`src/rtl/pipe_bus_sched.sv`:
```
module pipe_bus_sched #(
  parameter int N  = 8,
  parameter int W  = 8,
  parameter int CW = $clog2(N) + 1
) (
  input  logic            clk,
  input  logic            rst_n,
  input  logic            start,
  input  logic [N-1:0]    wr_en,
  input  logic [N*W-1:0]  wr_data,
  input  logic [N-1:0]    ld_en,
  input  logic [N*CW-1:0] ld_wait,
  output logic [N*W-1:0]  rx_data,
  output logic [N-1:0]    rx_valid,
  output logic            busy,
  output logic            cycle_done
);

  logic [W-1:0]  slot_d [N];
  logic [N-1:0]  slot_v;
  logic [CW-1:0] wait_q [N];
  logic [CW-1:0] t_q;
  logic [N-1:0]  hit;
  logic          busy_q, done_q;

  wire last = busy_q && (t_q == CW'(N-1));
  wire go   = !busy_q && start;

  assign busy       = busy_q;
  assign cycle_done = done_q;

  always_comb
    for (int i = 0; i < N; i++)
      hit[i] = busy_q && (t_q != '0) && (t_q == wait_q[i]) && slot_v[i];

  always_ff @(posedge clk) begin
    if (!rst_n) begin
      busy_q <= 1'b0;
      done_q <= 1'b0;
      t_q    <= '0;
    end else begin
      done_q <= last;
      if (go) begin
        busy_q <= 1'b1;
        t_q    <= '0;
      end else if (busy_q) begin
        t_q <= t_q + 1'b1;
        if (last) busy_q <= 1'b0;
      end
    end
  end

  always_ff @(posedge clk) begin
    if (!rst_n) begin
      slot_v <= '0;
      for (int i = 0; i < N; i++) slot_d[i] <= '0;
    end else if (go) begin
      slot_v <= wr_en;
      for (int i = 0; i < N; i++) slot_d[i] <= wr_data[i*W +: W];
    end else if (busy_q) begin
      slot_v <= {slot_v[N-2:0], 1'b0};
      slot_d[0] <= '0;
      for (int i = 1; i < N; i++) slot_d[i] <= slot_d[i-1];
    end
  end

  always_ff @(posedge clk) begin
    if (!rst_n) begin
      rx_valid <= '0;
      rx_data  <= '0;
      for (int i = 0; i < N; i++) wait_q[i] <= '0;
    end else begin
      rx_valid <= hit;
      for (int i = 0; i < N; i++) begin
        if (hit[i]) rx_data[i*W +: W] <= slot_d[i];
        if (!busy_q && ld_en[i]) wait_q[i] <= ld_wait[i*CW +: CW];
      end
    end
  end


  done_after_busy_chk: assert property (@(posedge clk) disable iff (!rst_n)
    done_q |-> (!busy_q && $past(busy_q)));


  valid_in_cycle_chk: assert property (@(posedge clk) disable iff (!rst_n)
    (rx_valid != '0) |-> $past(busy_q));


  no_restart_chk: assert property (@(posedge clk) disable iff (!rst_n)
    (busy_q && start && !last) |=> (busy_q && t_q == $past(t_q) + 1'b1));

  for (genvar g = 0; g < N; g++) begin : g_chk

    wait_zero_chk: assert property (@(posedge clk) disable iff (!rst_n)
      rx_valid[g] |-> (wait_q[g] != '0));

    wait_range_chk: assert property (@(posedge clk) disable iff (!rst_n)
      rx_valid[g] |-> (wait_q[g] <= CW'(g)));

    load_lock_chk: assert property (@(posedge clk) disable iff (!rst_n)
      (busy_q && ld_en[g]) |=> $stable(wait_q[g]));
  end

endmodule

```
`config.mk`:
```
export PLATFORM = sky130hd
export DESIGN_NAME = pipe_bus_sched
export DESIGN_NICKNAME = d
export VERILOG_FILES = /design/src/rtl/pipe_bus_sched.sv
export SDC_FILE = /design/constraint.sdc
export NUM_CORES = 1
export LEC_CHECK = 0
export ABC_AREA = 1
export CORE_ASPECT_RATIO = 0.6
export CORE_MARGIN = 3
export CORE_UTILIZATION = 41
export CTS_CLUSTER_SIZE = 20
export DETAILED_ROUTE_END_ITERATION = 12
export PLACE_DENSITY = 0.78
export SLEW_MARGIN = 25
export SYNTH_ARGS = -nofsm -noshare
export SYNTH_HDL_FRONTEND = slang
export SYNTH_SLANG_ARGS = --single-unit
export TNS_END_PERCENT = 100
```
`constraint.sdc`:
```
create_clock -name clk -period 1.8 [get_ports clk]
set_input_delay 0.27 -clock clk [delete_from_list [all_inputs] [get_ports clk]]
set_output_delay 0.27 -clock clk [all_outputs]
set_load 0.03 [all_outputs]
```
After elaboration in Yosys (flattened, before gate mapping) --
Memories as Yosys holds them, arrays and structs flattened. A register that Yosys moved wholly into a read port is not among the register bits. Index checks and enable logic that the tools add are counted.
Cells by class: eq/ne operators 9, add/subtract/negate cells 1, bitwise operators 25, multiplexer cells 61, reductions and logical operators 32
Operators by type and width (count):
- two-way mux 8 bit | 18
- two-way mux 1 bit | 35
- equality test 4 bit | 8
- two-way mux 4 bit | 8
- logical AND 1 bit | 27
- bitwise OR 1 bit | 24
- adder 4 x 1 -> 4 bit, second input constant | 1
- equality test 4 x 3 -> 1 bit, second input constant | 1
- nonzero test 4 bit | 1
- logical NOT 1 bit | 2
- nonzero test 2 bit | 1
- OR reduction 2 bit | 1
- NOT 1 bit | 1
Word-level totals: memory bits (writable) 96, bits of input ports 115, bits in registers 78, memories kept 2, output and inout port bits 74, logic and storage cells 142
Memories:
- slot_d | words 8, width 8, read ports 8, clocked after memory_dff 1, write ports 8, RTL line 19 | logic [W-1:0] slot_d [N];
- wait_q | words 8, width 4, read ports 8, clocked after memory_dff 0, write ports 8, RTL line 21 | logic [CW-1:0] wait_q [N];

Depth between registers and ports, before layout --
Gate-level depths: netlist of the first run.
depth in word-level cells 7, gate-level depth with buffers 9, gate-level depth less buffers 9

Least setup slack after synthesis of the first run --
OpenSTA, ideal clock, no wires.
kind reg-to-reg, start reg busy_q, in the netlist busy, end mem slot_d[1][0], enable pin, slack -0.287 ns, required time 1.419 ns, cell stages (with the launch flop) 7, buffers on the path 2, setup time 0.381 ns, clock period less this slack 2.087 ns, data arrival time 1.706 ns, cells stage by stage dfxtp_1 > buf_4 > inv_2 > nand2_1 > inv_2 > buf_2 > nand2_1
RTL lines:
- start: declaration | RTL line 24 | logic busy_q, done_q;
- start signal: assignment | RTL line 38 | busy_q <= 1'b0;
- start signal: assignment | RTL line 44 | busy_q <= 1'b1;
- start signal: assignment | RTL line 48 | if (last) busy_q <= 1'b0;
- end: declaration | RTL line 19

Worst setup path in the final report of the first run --
start reg rx_data[34] (read register of slot_d), end out rx_data[34]
RTL lines:
- start: declaration | RTL line 13 | output logic [N*W-1:0] rx_data,
No word-level cell between the ends.

==> impl_metrics.toml, run 1 <==
[critical_path]
crit_arrival_ps = 1480
crit_type = "reg -> out"
cp.required_ps = 1530
worst-path-buf-inv = 1
crit_chain = "clkdlybuf4s50_1"
setup.worst_path.start_class = "flip-flop"
cp_slowest_cell = "clkdlybuf4s50_1"
critPathCaptureType = "output pin"
cpLargestDelayFamily = "buffers and inverters"
critical_path.max_fanout = 2
critPathMaxStageDelay_ps = 710

[clock_tree]
cts_tree = "done"
clock_path_buffers = 2
cts_root_buffer = "clkbuf_16"
cts_setup_buffers = 0
h-tree-depth = 4
clk_pin_slew_worst_paths_ps = 70
numCtsBuffers = 17
cts.sinks = 182
clk_latency_ps = 430

[layout]
drive_above_1_share = 0.0735
area_growth_pct = 33.6
instances_no_fill = 1606
nNetsFinal = 1437
diodes = 0
nFillCells = 1795

[sta]
rsz0062_at_grt = "no"
timing.fmax_ghz = 0.571
setup_viol = 0
final-max-slew-violation-count = 0
holdWs_ps = 241
final.setup_skew_ps = 15.6
worst_pin_slew_ps = 544
period_share = 0.974
fin_tns_setup_ps = 0
finalCriticalPeriod_ps = 1750
final_hold_viol_count = 0
max-slew-margin-rel = 0.636
finalWorstSetupSlack_ps = 47.5

[power]
powerDensity_nw_per_um2 = 839
ir_worst_vdd_uv = 668
p_leak_nw = 5.22
power_mw = 9.69

[detailed_routing]
dr.pass1.iters = 7
wire_per_inst_um = 14.7
drtIter0Drc = 595
vias = 7792
drc_errors = 0
ant_nets = 0
wl_um = 23600
routed_via_density = 4.85

[synth]
netlist_instances = 1125
ys.flop_type = "edfxtp_1"
syn-num-nets = 1242
synth_common_cells = "324 x nand2_1, 187 x inv_1, 185 x nor2_1"
avgSynthCellArea_um2 = 7.68
seq_area_frac_synth = 0.533
ys_warn_count = 0
synth_area_um2 = 8640
synth_area_leaders = "edfxtp_1 33%, dfxtp_1 20%, nand2_1 14%"
synth_most_common_cell = "nand2_1"
yosys.cell_types.count = 25
synth_edf_count = 96
yosys.area.top_type_share = 0.333
synth_area_leader_cell = "edfxtp_1"
yosys_register_bits = 182
synth-async-reset-ratio = 0

[floorplanning]
coreArea_um2 = 20400
initial_core_util = 0.424
fp.dieH_um = 118
core.rowCount = 40
ios = 189
die_w_um = 193
dieArea_um2 = 22900

[place]
port_buffers = 188
gp_congestion = 0.865
dp.cells = 1574
pre_cts_ws_ps = 104
dpl.hpwl_um = 17900

[grt]
grt_pass1_wl_um = 37700
antenna_found_initial = 0
grt_overflow = 0
grt_use_total = 0.205
grt_pass1_vias = 7518
grt_max_degree = 68

[run]
drv_cap = 0

[outcome]
status = "finished clean"

[worst_hold_path]
hp-class = "in -> reg"
==> metrics by stage <==
step	cell area [um2]	util
6_report	11500	0.567
5_1_grt	11500	0.567
4_1_cts	11500	0.566
3_5_place_dp	10900	0.536
3_3_place_gp	10900	0.536
2_1_floorplan	8650	-
==> worst min-delay path, delay by kind of cell <==
kind	cells	cell delay, ps
and+or+nand+nor	2	180
buffers and inverters	1	160
==> flip-flops by register name, indices dropped and copies added, names as in the netlist <==
| name | count |
|---|---|
| slot_v | 8 |
| wait_q | 32 |
| rx_data | 64 |
| slot_d | 64 |
| t_q | 4 |
| cycle_done | 1 |
| rx_valid | 8 |
| busy | 1 |
==> power by group <==
group	switching, mW	leakage [nW]	total, mW	internal (mW)
clock	1.66	0.297	3.90	2.24
combinational	0.645	3.16	1.10	0.458
sequential	0.0868	1.76	4.68	4.59
total	2.39	5.22	9.69	7.29
==> placed cells by master (no fill, tap or decap), types with 5 or more instances in the layout <==
cell type	instances
buf_12	5
nand4_1	7
nand2_2	9
nand2_1	320
o221ai_1	5
inv_2	8
nor2_2	13
nor3_1	9
clkbuf_16	19
nor2_4	11
nor2_1	184
nand3_1	73
a21oi_1	12
dfxtp_1	86
o21ai_0	64
edfxtp_1	96
buf_4	17
inv_1	187
clkdlybuf4s50_1	183
==> metal layers <==
metal  up-vias  part of all wire  track usage
met2       369              0.44        0.327
met1      3525              0.44        0.276
met5         -                 0            0
met4         0             0.023       0.0727
met3        39             0.095       0.0479
li1       3859                 -            -
==> path summary, 6_finish.rpt <==
path / startpoint / slack, ps / cells after the start / endpoint
worst min-delay path: rst_n / 240 / 3 / busy
worst max-delay path: rx_data[34] / 50 / 1 / rx_data[34]
worst max register to register: t_q[2] / 130 / 8 / rx_data[36]
worst min register to register: rx_data[18] / 480 / 2 / rx_data[18]
==> repair_timing <==
| action | 4_1_cts | 5_1_grt |
|---|---|---|
| resized for setup | 0 | 4 |
| setup endpoints to repair | 0 | 7 |
| hold buffers | 0 | 0 |
| hold endpoints to repair | 0 | 0 |
==> kinds of logic after synthesis <==
logic type / after synthesis / synth area share
flops: 182 / 0.533
simple gates: 631 / 0.310
compound gates: 81 / 0.0491
fa+ha+maj: 2 / 0.00289
buf+inv: 229 / 0.105
==> cell type report <==
type	instances	area, um2	share of cell area
tap	273	342	0.0296
timing repair buffer	209	2100	0.182
inverter	196	736	0.0637
sequential	182	4600	0.399
clock inverter	11	135	0.0117
multi-input combinational	714	3140	0.272
clock buffer	21	483	0.0418
(Power assumes the default switching activity.)
==> run 2: changes to the inputs <==
- CAP_MARGIN: not set -> 20
- CORE_MARGIN: 3 -> not set
- SLEW_MARGIN: 25 -> 30
==> run 2 against run 1 <==
  * Setup slack worse by 8.4 ps
  * Wire length is 1.7% lower
  * Via count is 0.78% lower
  * Combinational power hardly changed
  * Global-route usage is 1.8 points higher
  * Fmax is 0.48% lower
  * Highest routed layer unchanged
==> impl_metrics.toml, run 2 (synthesized netlist as in run 1, its figures left out) <==
[sta]
final_hold_viol_count = 0
finalWorstSetupSlack_ps = 39.1
timing.fmax_ghz = 0.568
period_share = 0.978
setup_viol = 0
rsz0062_at_grt = "no"
finalCriticalPeriod_ps = 1760
final.setup_skew_ps = 11.4
max-slew-margin-rel = 0.621
final-max-slew-violation-count = 0
worst_pin_slew_ps = 566

[floorplanning]
initial_core_util = 0.425
ios = 189
die_w_um = 189
core.rowCount = 40
coreArea_um2 = 20300
fp.dieH_um = 114
dieArea_um2 = 21700

[layout]
nNetsFinal = 1439
final_common_cell = "nand2_1"
final_cell_mix = "320 x nand2_1, 187 x inv_1, 185 x nor2_1"
fin_area_um2 = 11600
area_growth_pct = 33.8
nFillCells = 1856
drive_above_1_share = 0.0742
diodes = 0
reg_top3 = "rx_data: 64 flops, slot_d: 64 flops, wait_q: 32 flops"
final_core_util = 0.569

[detailed_routing]
wl_um = 23200
ant_nets = 0
vias = 7731
wire_per_inst_um = 14.4
drtIter0Drc = 635
drc_errors = 0
routed_via_density = 4.81
dr.pass1.iters = 8

[clock_tree]
clk_latency_ps = 430
clock_path_buffers = 2
cts_tree = "done"
cts_root_buffer = "clkbuf_16"
cts_setup_buffers = 0
cts_hold_buf = 0
clk_pin_slew_worst_paths_ps = 70
h-tree-depth = 4
cts.sinks = 182
numCtsBuffers = 17

[power]
powerDensity_nw_per_um2 = 830
power_mw = 9.60
p_leak_nw = 5.23
ir_worst_vdd_uv = 656

[critical_path]
crit_type = "reg -> out"
reg2regPathDepth = 8
crit_end = "rx_data[6]"
critical_path.max_fanout = 2
critPathMaxStageDelay_ps = 690
path_depth = 1
cp_slowest_cell = "clkdlybuf4s50_1"
r2r-end = "rx_data[9]"
cpLargestDelayFamily = "buffers and inverters"
setup.worst_path.start_class = "flip-flop"
regToRegSetupSlack_ps = 180
worst-path-buf-inv = 1
crit_chain = "clkdlybuf4s50_1"
crit_arrival_ps = 1490
reg2reg_from = "t_q[0]"
worstSetupStartpoint = "rx_data[6]"
critPathCaptureType = "output pin"
cp.required_ps = 1530

[run]
drv_cap = 0

[place]
gp_congestion = 0.890
port_buffers = 188
dpl.hpwl_um = 17500
pre_cts_ws_ps = 118
dpl_cell_area_um2 = 10900

[grt]
grt_overflow = 0
grt_max_degree = 80
use_met1 = 0.305
grt_pass1_wl_um = 37500
grtUsageMet2 = 0.351
grtUsageMet3 = 0.0641
grt_use_total = 0.224
antenna_found_initial = 0
grt_pass1_vias = 7520
top_usage_layer = "met2"

[worst_hold_path]
hp-class = "in -> reg"

[outcome]
status = "finished clean"
run 2: report_power, final:
group / switching [mW] / total [mW] / internal [mW]
sequential: 0.0885 / 4.68 / 4.59
clock: 1.61 / 3.81 / 2.20
combinational: 0.645 / 1.10 / 0.460
run 2: per-layer routing:
layer,routed length (um),vias up,part of all wire
met5,0,-,0
met3,2130,24,0.092
met1,10500,3488,0.45
li1,-,3867,-
met2,10300,352,0.44
met4,231,0,0.0099
run 2: metrics by stage:
step	setup TNS, ps	instances	hold WS [ps]
2_1_floorplan	-1530	1125	383
3_3_place_gp	0	1576	465
3_5_place_dp	0	1576	471
4_1_cts	0	1608	208
5_1_grt	0	1608	226
6_report	0	1608	231
run 2: worst reg2reg max path: stages (launching register included):
cell     delay (ps)
dfxtp_1         340
inv_2            40
buf_4           180
nand2_1         100
nand3_1          90
nor2_1          450
nand3_1         180
nand2_1          90
nor2_1           40
run 2: cell type report:
type / count / area [um2] / share of cell area
clock buffers: 24 / 524 / 0.0453
clock inverters: 8 / 82.6 / 0.00714
inverters: 196 / 736 / 0.0636
multi-input cells: 714 / 3150 / 0.272
flip-flops and latches: 182 / 4600 / 0.398
well taps: 273 / 342 / 0.0295
repair buffers: 211 / 2130 / 0.184
run 2: worst min-delay path by stage:
| stage | slack (ps) | depth (start not counted) | from | to |
|---|---|---|---|---|
| floorplan | 380 | 2 | wr_en[0] | slot_v[0] |
| global placement | 460 | 2 | rx_data[55] | rx_data[55] |
| detailed placement | 470 | 2 | rx_data[26] | rx_data[26] |
| CTS | 210 | 3 | rst_n | busy |
| global route | 230 | 3 | rst_n | busy |
| finish | 230 | 3 | rst_n | busy |
run 2: repair_timing:
| action | CTS | global route |
|---|---|---|
| setup endpoints to repair | 0 | 11 |
| hold endpoints to repair | 0 | 0 |
| resized for setup | 0 | 4 |
==> run 3: changes to the inputs <==
- REMOVE_ABC_BUFFERS: not set -> 1
==> run 3 against run 2 <==
  * Wire length is 2.8% higher
  * Via count is 0.56% higher
  * Design area hardly changed
  * Fmax is 0.15% lower
  * Utilization hardly changed
  * Clock power is 2% lower
  * Sequential share of layout area hardly changed
  * Largest power group unchanged
  * Highest routed layer unchanged
==> impl_metrics.toml, run 3 (synthesized netlist as in run 1, its figures left out) <==
[outcome]
status = "finished clean"

[floorplanning]
ios = 189
core.rowCount = 40
initial_core_util = 0.425
fp.dieH_um = 114
dieArea_um2 = 21700
coreArea_um2 = 20300
die_w_um = 189

[layout]
nNetsFinal = 1440
final_cell_mix = "323 x nand2_1, 187 x inv_1, 185 x nor2_1"
reg_top3 = "rx_data: 64 flops, slot_d: 64 flops, wait_q: 32 flops"
final_common_cell = "nand2_1"
diodes = 0
instances_no_fill = 1609
area_growth_pct = 33.7
drive_above_1_share = 0.0734

[sta]
final-max-slew-violation-count = 0
setup_viol = 0
timing.fmax_ghz = 0.567
finalCriticalPeriod_ps = 1760
period_share = 0.980
max-slew-margin-rel = 0.644
rsz0062_at_grt = "no"
worst_pin_slew_ps = 534
final_hold_viol_count = 0
holdWs_ps = 371
fin_tns_setup_ps = 0
final.setup_skew_ps = 19.0

[place]
gp_congestion = 0.924
port_buffers = 188
dpl.hpwl_um = 18100
dp.cells = 1577

[clock_tree]
clk_latency_ps = 430
cts_tree = "done"
cts_setup_buffers = 0
cts_root_buffer = "clkbuf_16"
cts_resized = 1
clock_path_buffers = 2
numCtsBuffers = 17
h-tree-depth = 4
cts_hold_buf = 0
cts.sinks = 182
clk_pin_slew_worst_paths_ps = 80

[critical_path]
crit_chain = "clkdlybuf4s50_1"
cp_slowest_cell = "clkdlybuf4s50_1"
reg2reg_from = "t_q[0]"
critical_path.max_fanout = 2
reg2regPathDepth = 8
crit_type = "reg -> out"
r2r-end = "rx_data[35]"
regToRegSetupSlack_ps = 120
crit_arrival_ps = 1490
critPathCaptureType = "output pin"
cpLargestDelayFamily = "buffers and inverters"
critPathMaxStageDelay_ps = 690
cp.required_ps = 1530
worst-path-buf-inv = 1
setup.worst_path.start_class = "flip-flop"

[power]
seq_power_share = 0.492
p_leak_nw = 5.25
clockPowerShare = 0.391
p_switching_mw = 2.49
ir_worst_vdd_uv = 731
power_frac_comb = 0.117
intPower_mw = 7.02
power_mw = 9.51
p_sw_frac = 0.262
powerDensity_nw_per_um2 = 823

[worst_hold_path]
holdPathStages = 4
holdPathEnd = "slot_v[3]"
min_from = "rst_n"
hp-class = "in -> reg"

[grt]
grt_pass1_wl_um = 37600
antenna_found_initial = 0
grt_overflow = 0
grt_max_degree = 80
grt_use_total = 0.225
grt_pass1_vias = 7390

[detailed_routing]
drtIter0Drc = 611
wire_per_inst_um = 14.8
wl_um = 23900
drc_errors = 0
routed_via_density = 4.83
dr.pass1.iters = 5
ant_nets = 0
vias = 7774

[run]
drv_cap = 0
run 3: per-layer routing:
layer  vias to the layer above  part of all wire  GRT usage
met1                      3544              0.46      0.320
met5                         -                 0          0
li1                       3862                 -          -
met4                         0             0.013     0.0602
met2                       338              0.44      0.351
met3                        30             0.088     0.0438
run 3: tightest hold or removal path, stage by stage:
cell     delay, ps
buf_2          150
buf_4          220
nand2_1         90
inv_1           30
run 3: per-stage QoR:
step / setup slack, ps / area (um2) / util
3_5_place_dp: 43.4 / 10900 / 0.539
3_3_place_gp: 26.7 / 10900 / 0.539
4_1_cts: 4.06 / 11500 / 0.568
5_1_grt: 0.635 / 11600 / 0.569
2_1_floorplan: -712 / 8470 / -
6_report: 36.4 / 11600 / 0.569
run 3: power by group through the flow:
| stage | Clock, mW | Sequential (mW) | Combinational [mW] |
|---|---|---|---|
| final | 3.72 | 4.68 | 1.11 |
| after global routing | 3.92 | 4.70 | 1.23 |
| after CTS | 3.76 | 4.68 | 1.11 |
| after detailed placement | 0 | 4.78 | 1.10 |
| after global placement | 0 | 4.77 | 1.07 |
| after floorplan | 0 | 4.76 | 0.535 |
run 3: worst max-delay path by stage:
| stage | from | endpoint | slack (ps) | depth (start not counted) |
|---|---|---|---|---|
| after global placement | rst_n | slot_d[5][2] | 30 | 5 |
| after floorplan | busy | slot_d[1][0] | -710 | 5 |
| final | rx_data[14] | rx_data[14] | 40 | 1 |
| after detailed placement | rst_n | slot_d[5][1] | 40 | 5 |
| after global routing | rx_data[14] | rx_data[14] | 0.6 | 1 |
| after CTS | rx_data[47] | rx_data[47] | 4 | 1 |
run 3: cell type report:
class / count / area, um2
multi-input combinational: 714 / 3140
sequential: 182 / 4600
fill: 1823 / 8760
clock buffer: 20 / 468
timing repair buffer: 212 / 2140
clock inverter: 12 / 123
inverter: 196 / 736
tap: 273 / 342
